==> config.mk <==
export PLATFORM = sky130hd
export DESIGN_NAME = opr1_unit
export DESIGN_NICKNAME = d
export VERILOG_FILES = /design/src/rtl/opr1_pkg.sv /design/src/rtl/opr1_decode.sv /design/src/rtl/opr1_phase1.sv /design/src/rtl/opr1_phase2.sv /design/src/rtl/opr1_unit.sv
export SDC_FILE = /design/constraint.sdc
export NUM_CORES = 1
export LEC_CHECK = 0
export ABC_AREA = 1
export CAP_MARGIN = 40
export CORE_ASPECT_RATIO = 1.75
export CORE_MARGIN = 4
export CORE_UTILIZATION = 52
export DETAILED_ROUTE_END_ITERATION = 8
export HOLD_SLACK_MARGIN = 0.15
export PLACE_DENSITY_LB_ADDON = 0.15
export SKIP_CTS_REPAIR_TIMING = 1
export SYNTH_ARGS = -nofsm -noshare
export SYNTH_HDL_FRONTEND = slang
export SYNTH_HIERARCHICAL = 1
export SYNTH_SLANG_ARGS = --single-unit
==> constraint.sdc <==
create_clock -name clk -period 0.8 [get_ports clk]
set_clock_uncertainty 0.05 [all_clocks]
set_input_delay 0.08 -clock clk [delete_from_list [all_inputs] [get_ports clk]]
set_output_delay 0.08 -clock clk [all_outputs]
set_load 0.01 [all_outputs]
==> src/rtl/opr1_pkg.sv <==
package opr1_pkg;
  localparam int INSTR_W = 12;
  localparam logic [2:0] OPC_OPERATE = 3'b111;

  typedef struct packed {
    logic sel;
    logic clr_acc;
    logic clr_lnk;
    logic inv_acc;
    logic inv_lnk;
    logic rot_r;
    logic rot_l;
    logic rot_dbl;
    logic inc;
  } opr1_ctl_t;
endpackage

==> src/rtl/opr1_decode.sv <==
module opr1_decode
  import opr1_pkg::*;
(
  input  logic [INSTR_W-1:0] instr,
  output opr1_ctl_t          ctl
);
  always_comb begin
    ctl.sel     = (instr[11:9] == OPC_OPERATE) && !instr[8];
    ctl.clr_acc = instr[7];
    ctl.clr_lnk = instr[6];
    ctl.inv_acc = instr[5];
    ctl.inv_lnk = instr[4];
    ctl.rot_r   = instr[3];
    ctl.rot_l   = instr[2];
    ctl.rot_dbl = instr[1];
    ctl.inc     = instr[0];
  end
endmodule

==> src/rtl/opr1_phase1.sv <==
module opr1_phase1
  import opr1_pkg::*;
#(
  parameter int DATA_W = 12
) (
  input  opr1_ctl_t         ctl,
  input  logic [DATA_W-1:0] acc,
  input  logic              lnk,
  output logic [DATA_W-1:0] acc_out,
  output logic              lnk_out
);
  logic [DATA_W-1:0] acc_clr;
  logic              lnk_clr;

  always_comb begin
    acc_clr = ctl.clr_acc ? '0 : acc;
    lnk_clr = ctl.clr_lnk ? 1'b0 : lnk;
    acc_out = ctl.inv_acc ? ~acc_clr : acc_clr;
    lnk_out = ctl.inv_lnk ? ~lnk_clr : lnk_clr;
  end
endmodule

==> src/rtl/opr1_phase2.sv <==
module opr1_phase2
  import opr1_pkg::*;
#(
  parameter int DATA_W = 12
) (
  input  opr1_ctl_t         ctl,
  input  logic [DATA_W-1:0] acc,
  input  logic              lnk,
  output logic [DATA_W-1:0] acc_out,
  output logic              lnk_out
);
  localparam int RING_W = DATA_W + 1;
  localparam int STEPS  = 2;

  logic [DATA_W:0]   sum;
  logic [DATA_W-1:0] acc_inc;
  logic              lnk_inc;
  logic              do_rot;
  logic              go_left;
  logic [STEPS:0][RING_W-1:0] ring;

  always_comb begin
    sum     = {1'b0, acc} + {{DATA_W{1'b0}}, ctl.inc};
    acc_inc = sum[DATA_W-1:0];
    lnk_inc = lnk ^ sum[DATA_W];
    do_rot  = ctl.rot_l ^ ctl.rot_r;
    go_left = ctl.rot_l;
  end

  assign ring[0] = {lnk_inc, acc_inc};

  for (genvar s = 0; s < STEPS; s++) begin : g_step
    logic en;
    assign en = (s == 0) ? do_rot : (do_rot && ctl.rot_dbl);
    assign ring[s+1] = !en ? ring[s] :
                       go_left ? {ring[s][RING_W-2:0], ring[s][RING_W-1]}
                               : {ring[s][0], ring[s][RING_W-1:1]};
  end

  assign lnk_out = ring[STEPS][RING_W-1];
  assign acc_out = ring[STEPS][DATA_W-1:0];
endmodule

==> src/rtl/opr1_unit.sv <==
module opr1_unit
  import opr1_pkg::*;
#(
  parameter int DATA_W = 12
) (
  input  logic               clk,
  input  logic               rst_n,
  input  logic               exec_i,
  input  logic [INSTR_W-1:0] instr_i,
  input  logic [DATA_W-1:0]  acc_i,
  input  logic               link_i,
  output logic [DATA_W-1:0]  acc_o,
  output logic               link_o
);
  opr1_ctl_t         ctl;
  logic [DATA_W-1:0] acc_p1, acc_p2, acc_d, acc_q;
  logic              lnk_p1, lnk_p2, lnk_d, lnk_q;
  logic              load_en;

  opr1_decode u_dec (.instr(instr_i), .ctl(ctl));

  opr1_phase1 #(.DATA_W(DATA_W)) u_ph1 (
    .ctl(ctl), .acc(acc_i), .lnk(link_i), .acc_out(acc_p1), .lnk_out(lnk_p1)
  );

  opr1_phase2 #(.DATA_W(DATA_W)) u_ph2 (
    .ctl(ctl), .acc(acc_p1), .lnk(lnk_p1), .acc_out(acc_p2), .lnk_out(lnk_p2)
  );

  always_comb begin
    load_en = exec_i && ctl.sel;
    acc_d   = load_en ? acc_p2 : acc_q;
    lnk_d   = load_en ? lnk_p2 : lnk_q;
  end

  always_ff @(posedge clk or negedge rst_n) begin
    if (!rst_n) begin
      acc_q <= '0;
      lnk_q <= 1'b0;
    end else begin
      acc_q <= acc_d;
      lnk_q <= lnk_d;
    end
  end

  assign acc_o  = acc_q;
  assign link_o = lnk_q;

  a_r2_hold_when_idle: assert property (@(posedge clk) disable iff (!rst_n)
    !(exec_i && instr_i[11:8] == 4'b1110) |=> ($stable(acc_o) && $stable(link_o)));

  a_r4_clear_then_invert: assert property (@(posedge clk) disable iff (!rst_n)
    (exec_i && instr_i == 12'o7240) |=> (acc_o == {DATA_W{1'b1}}));

  a_r5_link_invert: assert property (@(posedge clk) disable iff (!rst_n)
    (exec_i && instr_i == 12'o7020) |=> (link_o == !$past(link_i)));

  a_r6_increment: assert property (@(posedge clk) disable iff (!rst_n)
    (exec_i && instr_i == 12'o7001) |=> (acc_o == DATA_W'($past(acc_i) + 1'b1)));

  a_r7_rotate_left: assert property (@(posedge clk) disable iff (!rst_n)
    (exec_i && instr_i == 12'o7004) |=> ({link_o, acc_o} == {$past(acc_i), $past(link_i)}));

  a_r10_both_dirs: assert property (@(posedge clk) disable iff (!rst_n)
    (exec_i && instr_i == 12'o7014) |=> ({link_o, acc_o} == {$past(link_i), $past(acc_i)}));
endmodule

==> results of run 1 <==
==> worst reg2reg max path, delay by kind of cell (launching register included) <==
| family | cells | cell delay [ns] |
|---|---|---|
| buf+inv | 1 | 0.14 |
| simple gates | 2 | 0.10 |
| flops | 1 | 0.38 |
==> layout by cell type, fill, tap and decap left out <==
cell type | netlist | layout
buf_8 | 0 | 1
nor2_4 | 2 | 7
nor2_1 | 11 | 3
xor2_2 | 0 | 1
clkbuf_8 | 0 | 3
a21oi_1 | 6 | 4
nand3b_1 | 2 | 2
nand2_1 | 150 | 112
clkbuf_1 | 1 | 1
nand2_4 | 1 | 3
dlymetal6s2s_1 | 0 | 9
inv_6 | 1 | 2
nand2_2 | 4 | 40
or2_1 | 1 | 1
buf_6 | 6 | 3
clkbuf_16 | 0 | 2
buf_4 | 12 | 39
nand3_1 | 75 | 46
o21ai_1 | 2 | 4
buf_12 | 0 | 6
a21oi_2 | 0 | 2
nor2_2 | 1 | 4
dfrtp_1 | 13 | 13
ha_4 | 0 | 2
inv_1 | 17 | 16
clkinv_8 | 0 | 1
nand3_2 | 12 | 37
buf_2 | 4 | 1
inv_2 | 3 | 2
clkdlybuf4s50_1 | 0 | 16
xnor2_2 | 0 | 1
clkbuf_2 | 0 | 12
or2_4 | 2 | 2
and2_4 | 2 | 2
nand3_4 | 0 | 4
nand4_1 | 2 | 2
o21ai_2 | 0 | 4
==> cells by family after synthesis <==
logic type | after synthesis | synth area share
buffers and inverters | 45 | 0.140
and+or+nand+nor | 265 | 0.634
adders and majority gates | 2 | 0.0129
DFF | 13 | 0.167
xor gates and xnor gates | 2 | 0.00901
AOI/OAI and AO/OA | 14 | 0.0360
==> state kept, by name (all words and copies together), names as in the netlist <==
signal  count
acc_o      12
link_o      1
==> worst min path at each step <==
stage,start,end,slack [ns],cells after the start
after floorplan,rst_n,acc_o[0],-0.27,0
after global placement,rst_n,acc_o[1],0.37,2
after detailed placement,rst_n,acc_o[1],0.37,2
after CTS,rst_n,acc_o[1],0.12,2
after global routing,rst_n,acc_o[1],0.12,2
final,rst_n,acc_o[5],0.12,2
==> where the power goes <==
group | switching [mW] | leakage (nW) | internal (mW)
sequential | 0.0861 | 0.168 | 0.815
clock | 0.217 | 0.0228 | 0.351
combinational | 1.18 | 1.43 | 0.942
==> per-layer routing <==
| metal | vias to the layer above | routed length, um | GRT usage |
|---|---|---|---|
| met2 | 113 | 3910 | 0.448 |
| li1 | 1230 | - | - |
| met4 | 0 | 576 | 0.159 |
| met1 | 1172 | 2180 | 0.194 |
| met3 | 52 | 277 | 0.0150 |
| met5 | - | 0 | 0 |
==> final cells by class <==
| class | count | area [um2] |
|---|---|---|
| fillers | 204 | 515 |
| multi-input cells | 283 | 1730 |
| inverters | 21 | 101 |
| repair buffers | 89 | 850 |
| well taps | 46 | 57.6 |
| clock buffers | 4 | 45.0 |
| flip-flops and latches | 13 | 325 |
==> impl_metrics.json, run 1 <==
{
  "syn_area_um2": 1940,
  "die_h_um": 88.9,
  "critPathCapture": "acc_o[10]",
  "synth-seq-cells": 13,
  "die_w_um": 54.2,
  "setup_viol": 26,
  "cp_num_buf_inv": 1,
  "yosys-top-cells-count": "nand2_1 (150), nand3_1 (75), inv_1 (17)",
  "dieArea_um2": 4820,
  "ys_seq_area_frac": 0.167,
  "place.gp.congestion": 0.935,
  "r2r_slack_ns": 0.03,
  "path_max_fanout": 3,
  "fin_ws_ns": -1.03,
  "placedCellCount": 444,
  "hold_violations": 0,
  "drive_gt1_frac": 0.441,
  "synth_warnings": 6,
  "first_pass_iters": 4,
  "clk_latency_ns": 0.24,
  "grt_pass1_vias": 2215,
  "post-route-period-util": 2.29,
  "drtIter0Drc": 90,
  "violations": "negative setup slack",
  "final_util": 0.858,
  "power.density_nw_per_um2": 1150,
  "rr_endpoint": "acc_o[8]",
  "crit_slowest_cell": "clkdlybuf4s50_1",
  "area_growth_pct": 60.1,
  "end_kind": "flip-flop",
  "cts_made_buffers": 3,
  "finalMaxSlewViolations": 0,
  "rows": 29,
  "crit_top_cell": "nand2_1",
  "placed_cell_area_um2": 2650,
  "via_per_inst": 5.63,
  "synth_cells": 341,
  "finalInstanceArea_um2": 3110,
  "cts_buffer_depth": 2,
  "cp.required_ns": 0.93,
  "synth_edf_count": 0,
  "tns_ns": -13.34,
  "grt_max_degree": 21,
  "ant_nets": 0,
  "path_cells": "clkdlybuf4s50_1 > nand3_1 > nand2_1 > nand2_1 > nor2_4 > nand4_1 > nand3_1 > nand3_2 > nand3_2 > nand3_2 > nand2_1 > nand3_1 > nand2_1",
  "antenna_cells": 0,
  "startpoint_type": "primary input",
  "crit_arrival_ns": 1.96,
  "finalPower_mw": 3.59,
  "dp_slack_ns": -1.64,
  "cts_max_level": 1,
  "drt_wl_total_um": 6940,
  "syn_avg_cell_area_um2": 5.70,
  "antenna_found_initial": 0,
  "grt_pass1_wl_um": 8400,
  "portBuffers": 40,
  "synth.area.top_cells": "nand2_1 (29%), nand3_1 (19%), dfrtp_1 (17%), nand3_2 (6.2%), buf_4 (4.6%)",
  "yosys.area.top_type_share": 0.290,
  "outcome": "finished, violations left",
  "cts.sinks": 13,
  "worstSetupStartpoint": "acc_i[11]",
  "ir_drop_mv": 1.02,
  "cp.depth": 13,
  "p_leak_nw": 1.62,
  "r2r_cells": 3,
  "fin_hold_ws_ns": 0.121,
  "synth_fp_nets": 371,
  "gr-usage-all-layers": 0.225,
  "synthArstFlopShare": 1.00,
  "initial_core_util": 0.536,
  "hold_class": "primary input to asynchronous set/reset pin",
  "fmax_ghz": 0.546,
  "clk_pin_slew_ns": 0.05,
  "ios": 41,
  "coreArea_um2": 3630,
  "crit_type": "primary input to flip-flop",
  "synth_cell_types": 28,
  "cap_viol_max_count": 0,
  "max_slew_margin": 0.832,
  "max_slew.worst_pin.slew_ns": 0.253,
  "cts_tree": "built",
  "cpLargestDelayFamily": "simple AND/OR/NAND/NOR gates",
  "yosysTopAreaCell": "nand2_1",
  "grt_overflow": 0,
  "drc": 0,
  "synth_flop_cell": "dfrtp_1",
  "yosysMostFrequentCell": "nand2_1",
  "drt-wirelength-per-cell_um": 15.2,
  "cts-root-buf": "clkbuf_8",
  "vias": 2567,
  "period_minus_slack_ns": 1.83,
  "rsz0062_at_grt": "true",
  "final_cells": 456,
  "r2r_start": "acc_o[8]",
  "dp_hpwl_um": 4290,
  "layout.nets": 441,
  "cp_slowest_stage_delay_ns": 0.48
}
Note: power is estimated with default switching activity, not from simulation.
==> run 2: changes to the inputs <==
Settings changed: CTS_CLUSTER_SIZE from default to 16.
==> results of run 2 <==
The final DEF is identical to that of run 1; final timing and power are the same.
==> run 3: changes to the inputs <==
Settings changed: CORE_UTILIZATION 52 to 53, CTS_BUF_LIST from default to sky130_fd_sc_hd__clkbuf_4 sky130_fd_sc_hd__clkbuf_8.
Clock period 0.8 ns to 1.8 ns, I/O delays scaled along.
==> run 3 against run 2 <==
Against the previous run:
- the run still ends with negative setup slack left
- sequential cell count is the same
- clock power fell by 54%
- largest power group unchanged
- cell count is 1.5% lower
- core utilization increased by 2.4 points
- via count up 0.90%
- combinational power down 54%
- die area fell by 1.7%
- sequential power decreased by 56%
- final area is 1.8% lower
- highest routed layer unchanged
- critical endpoint is now acc_o[4]
- count of clock-buffer cells in the layout unchanged
- sequential share of layout area rose by 0.19 points
==> impl_metrics.json, run 3 (synthesized netlist as in run 1, its figures left out) <==
{
  "via_per_inst": 5.77,
  "antenna_found_initial": 0,
  "cp_num_buf_inv": 3,
  "first_pass_iters": 4,
  "cap_viol_max_count": 0,
  "finalInstanceArea_um2": 3060,
  "clk_pin_slew_ns": 0.05,
  "crit_arrival_ns": 2.08,
  "initial_core_util": 0.561,
  "setup_viol": 11,
  "crit_slowest_cell": "o21ai_1",
  "cp.depth": 17,
  "dp_hpwl_um": 4410,
  "drive_gt1_frac": 0.389,
  "power.density_nw_per_um2": 535,
  "multiInputGateArea_um2": 1720,
  "path_cells": "buf_6 > buf_8 > inv_8 > nand3_2 > nand2_2 > ha_4 > ha_4 > nand3_4 > o21ai_1 > and2_4 > nand2_1 > nand3_1 > nand3_1 > nand3_1 > nand2_1 > nand3_1 > nand2_1",
  "final_cell_mix": "nand2_1 (115), nand3_1 (45), nand3_2 (38)",
  "max_slew_margin": 0.630,
  "ant_nets": 0,
  "die_w_um": 53.8,
  "gr-usage-all-layers": 0.239,
  "end_kind": "flip-flop",
  "worstSetupStartpoint": "instr_i[5]",
  "regArea_um2": 325,
  "placedCellCount": 442,
  "ios": 41,
  "cts_buffer_depth": 2,
  "rows": 28,
  "path_max_fanout": 6,
  "post-route-period-util": 1.12,
  "cp_slowest_stage_delay_ns": 0.22,
  "cpLargestDelayFamily": "simple AND/OR/NAND/NOR gates",
  "comb_power_share": 0.596,
  "seq_power_share": 0.243,
  "final_common_cell": "nand2_1",
  "p_switching_mw": 0.644,
  "fillers": 173,
  "rsz0062_at_grt": "true",
  "dp_slack_ns": -0.698,
  "cts_tree": "built",
  "vias": 2590,
  "max_slew.worst_pin.slew_ns": 0.553,
  "coreArea_um2": 3470,
  "finalMaxSlewViolations": 0,
  "period_minus_slack_ns": 2.01,
  "placed_cell_area_um2": 2620,
  "grt_pass1_wl_um": 8720,
  "grt_overflow": 0,
  "p_int_mw": 0.991,
  "cp.required_ns": 1.87,
  "place.gp.congestion": 0.920,
  "drtIter0Drc": 131,
  "swShare": 0.394,
  "final_util": 0.882,
  "cts-root-buf": "clkbuf_8",
  "hold_violations": 0,
  "tns_ns": -1.14,
  "fmax_ghz": 0.497,
  "cts.sinks": 13,
  "grt_pass1_vias": 2307,
  "startpoint_type": "primary input",
  "cts_max_level": 1,
  "crit_top_cell": "nand3_1",
  "drc": 0,
  "portBuffers": 40,
  "antenna_cells": 0,
  "outcome": "finished, violations left",
  "crit_type": "primary input to flip-flop",
  "largest_reg_flops": 12,
  "final_cells": 449,
  "violations": "negative setup slack",
  "power.share.clock": 0.161,
  "clk_latency_ns": 0.24,
  "r2r_start": "acc_o[7]",
  "die_h_um": 88.1,
  "r2r_cells": 2,
  "p_leak_nw": 1.58,
  "layout.nets": 435,
  "hold_class": "primary input to asynchronous set/reset pin",
  "area_growth_pct": 57.3,
  "cts_made_buffers": 3,
  "grt_max_degree": 21,
  "drt_wl_total_um": 7070,
  "ir_drop_mv": 0.555,
  "drt-wirelength-per-cell_um": 15.8,
  "fin_ws_ns": -0.212,
  "dieArea_um2": 4740
}
run 3: area by class of cell:
class,instances,area share
Inverter,21,0.0315
Tap cell,45,0.0184
Timing Repair Buffer,83,0.265
Sequential cell,13,0.106
Multi-Input combinational cell,283,0.563
Clock buffer,4,0.0160
run 3: power by group through the flow:
stage / clock [mW] / sequential, mW / combinational, mW
after floorplan: 0 / 0.436 / 0.424
after global placement: 0 / 0.398 / 0.796
after detailed placement: 0 / 0.401 / 0.814
after CTS: 0.266 / 0.397 / 0.819
after global routing: 0.276 / 0.402 / 1.06
final: 0.263 / 0.397 / 0.975
run 3: metrics by stage:
stage | total power [mW] | hold WS (ns)
2_1_floorplan | 0.859 | -0.166
3_3_place_gp | 1.19 | 0.405
3_5_place_dp | 1.22 | 0.409
4_1_cts | 1.48 | 0.268
5_1_grt | 1.74 | 0.320
6_report | 1.63 | 0.253
run 3: metal layers:
metal	global-route usage	part of all wire
met4	0.181	0.080
met5	0	0
met2	0.496	0.57
met3	0.0204	0.047
met1	0.179	0.30
run 3: final timing paths:
| path | to | slack, ns |
|---|---|---|
| worst max-delay path | acc_o[4] | -0.21 |
| worst min-delay path | acc_o[1] | 0.25 |
| worst max register to register | acc_o[7] | 1.14 |
| worst min register to register | acc_o[5] | 0.42 |
| max in group asynchronous | acc_o[9] | 1.08 |
| min in group clk | acc_o[5] | 0.42 |
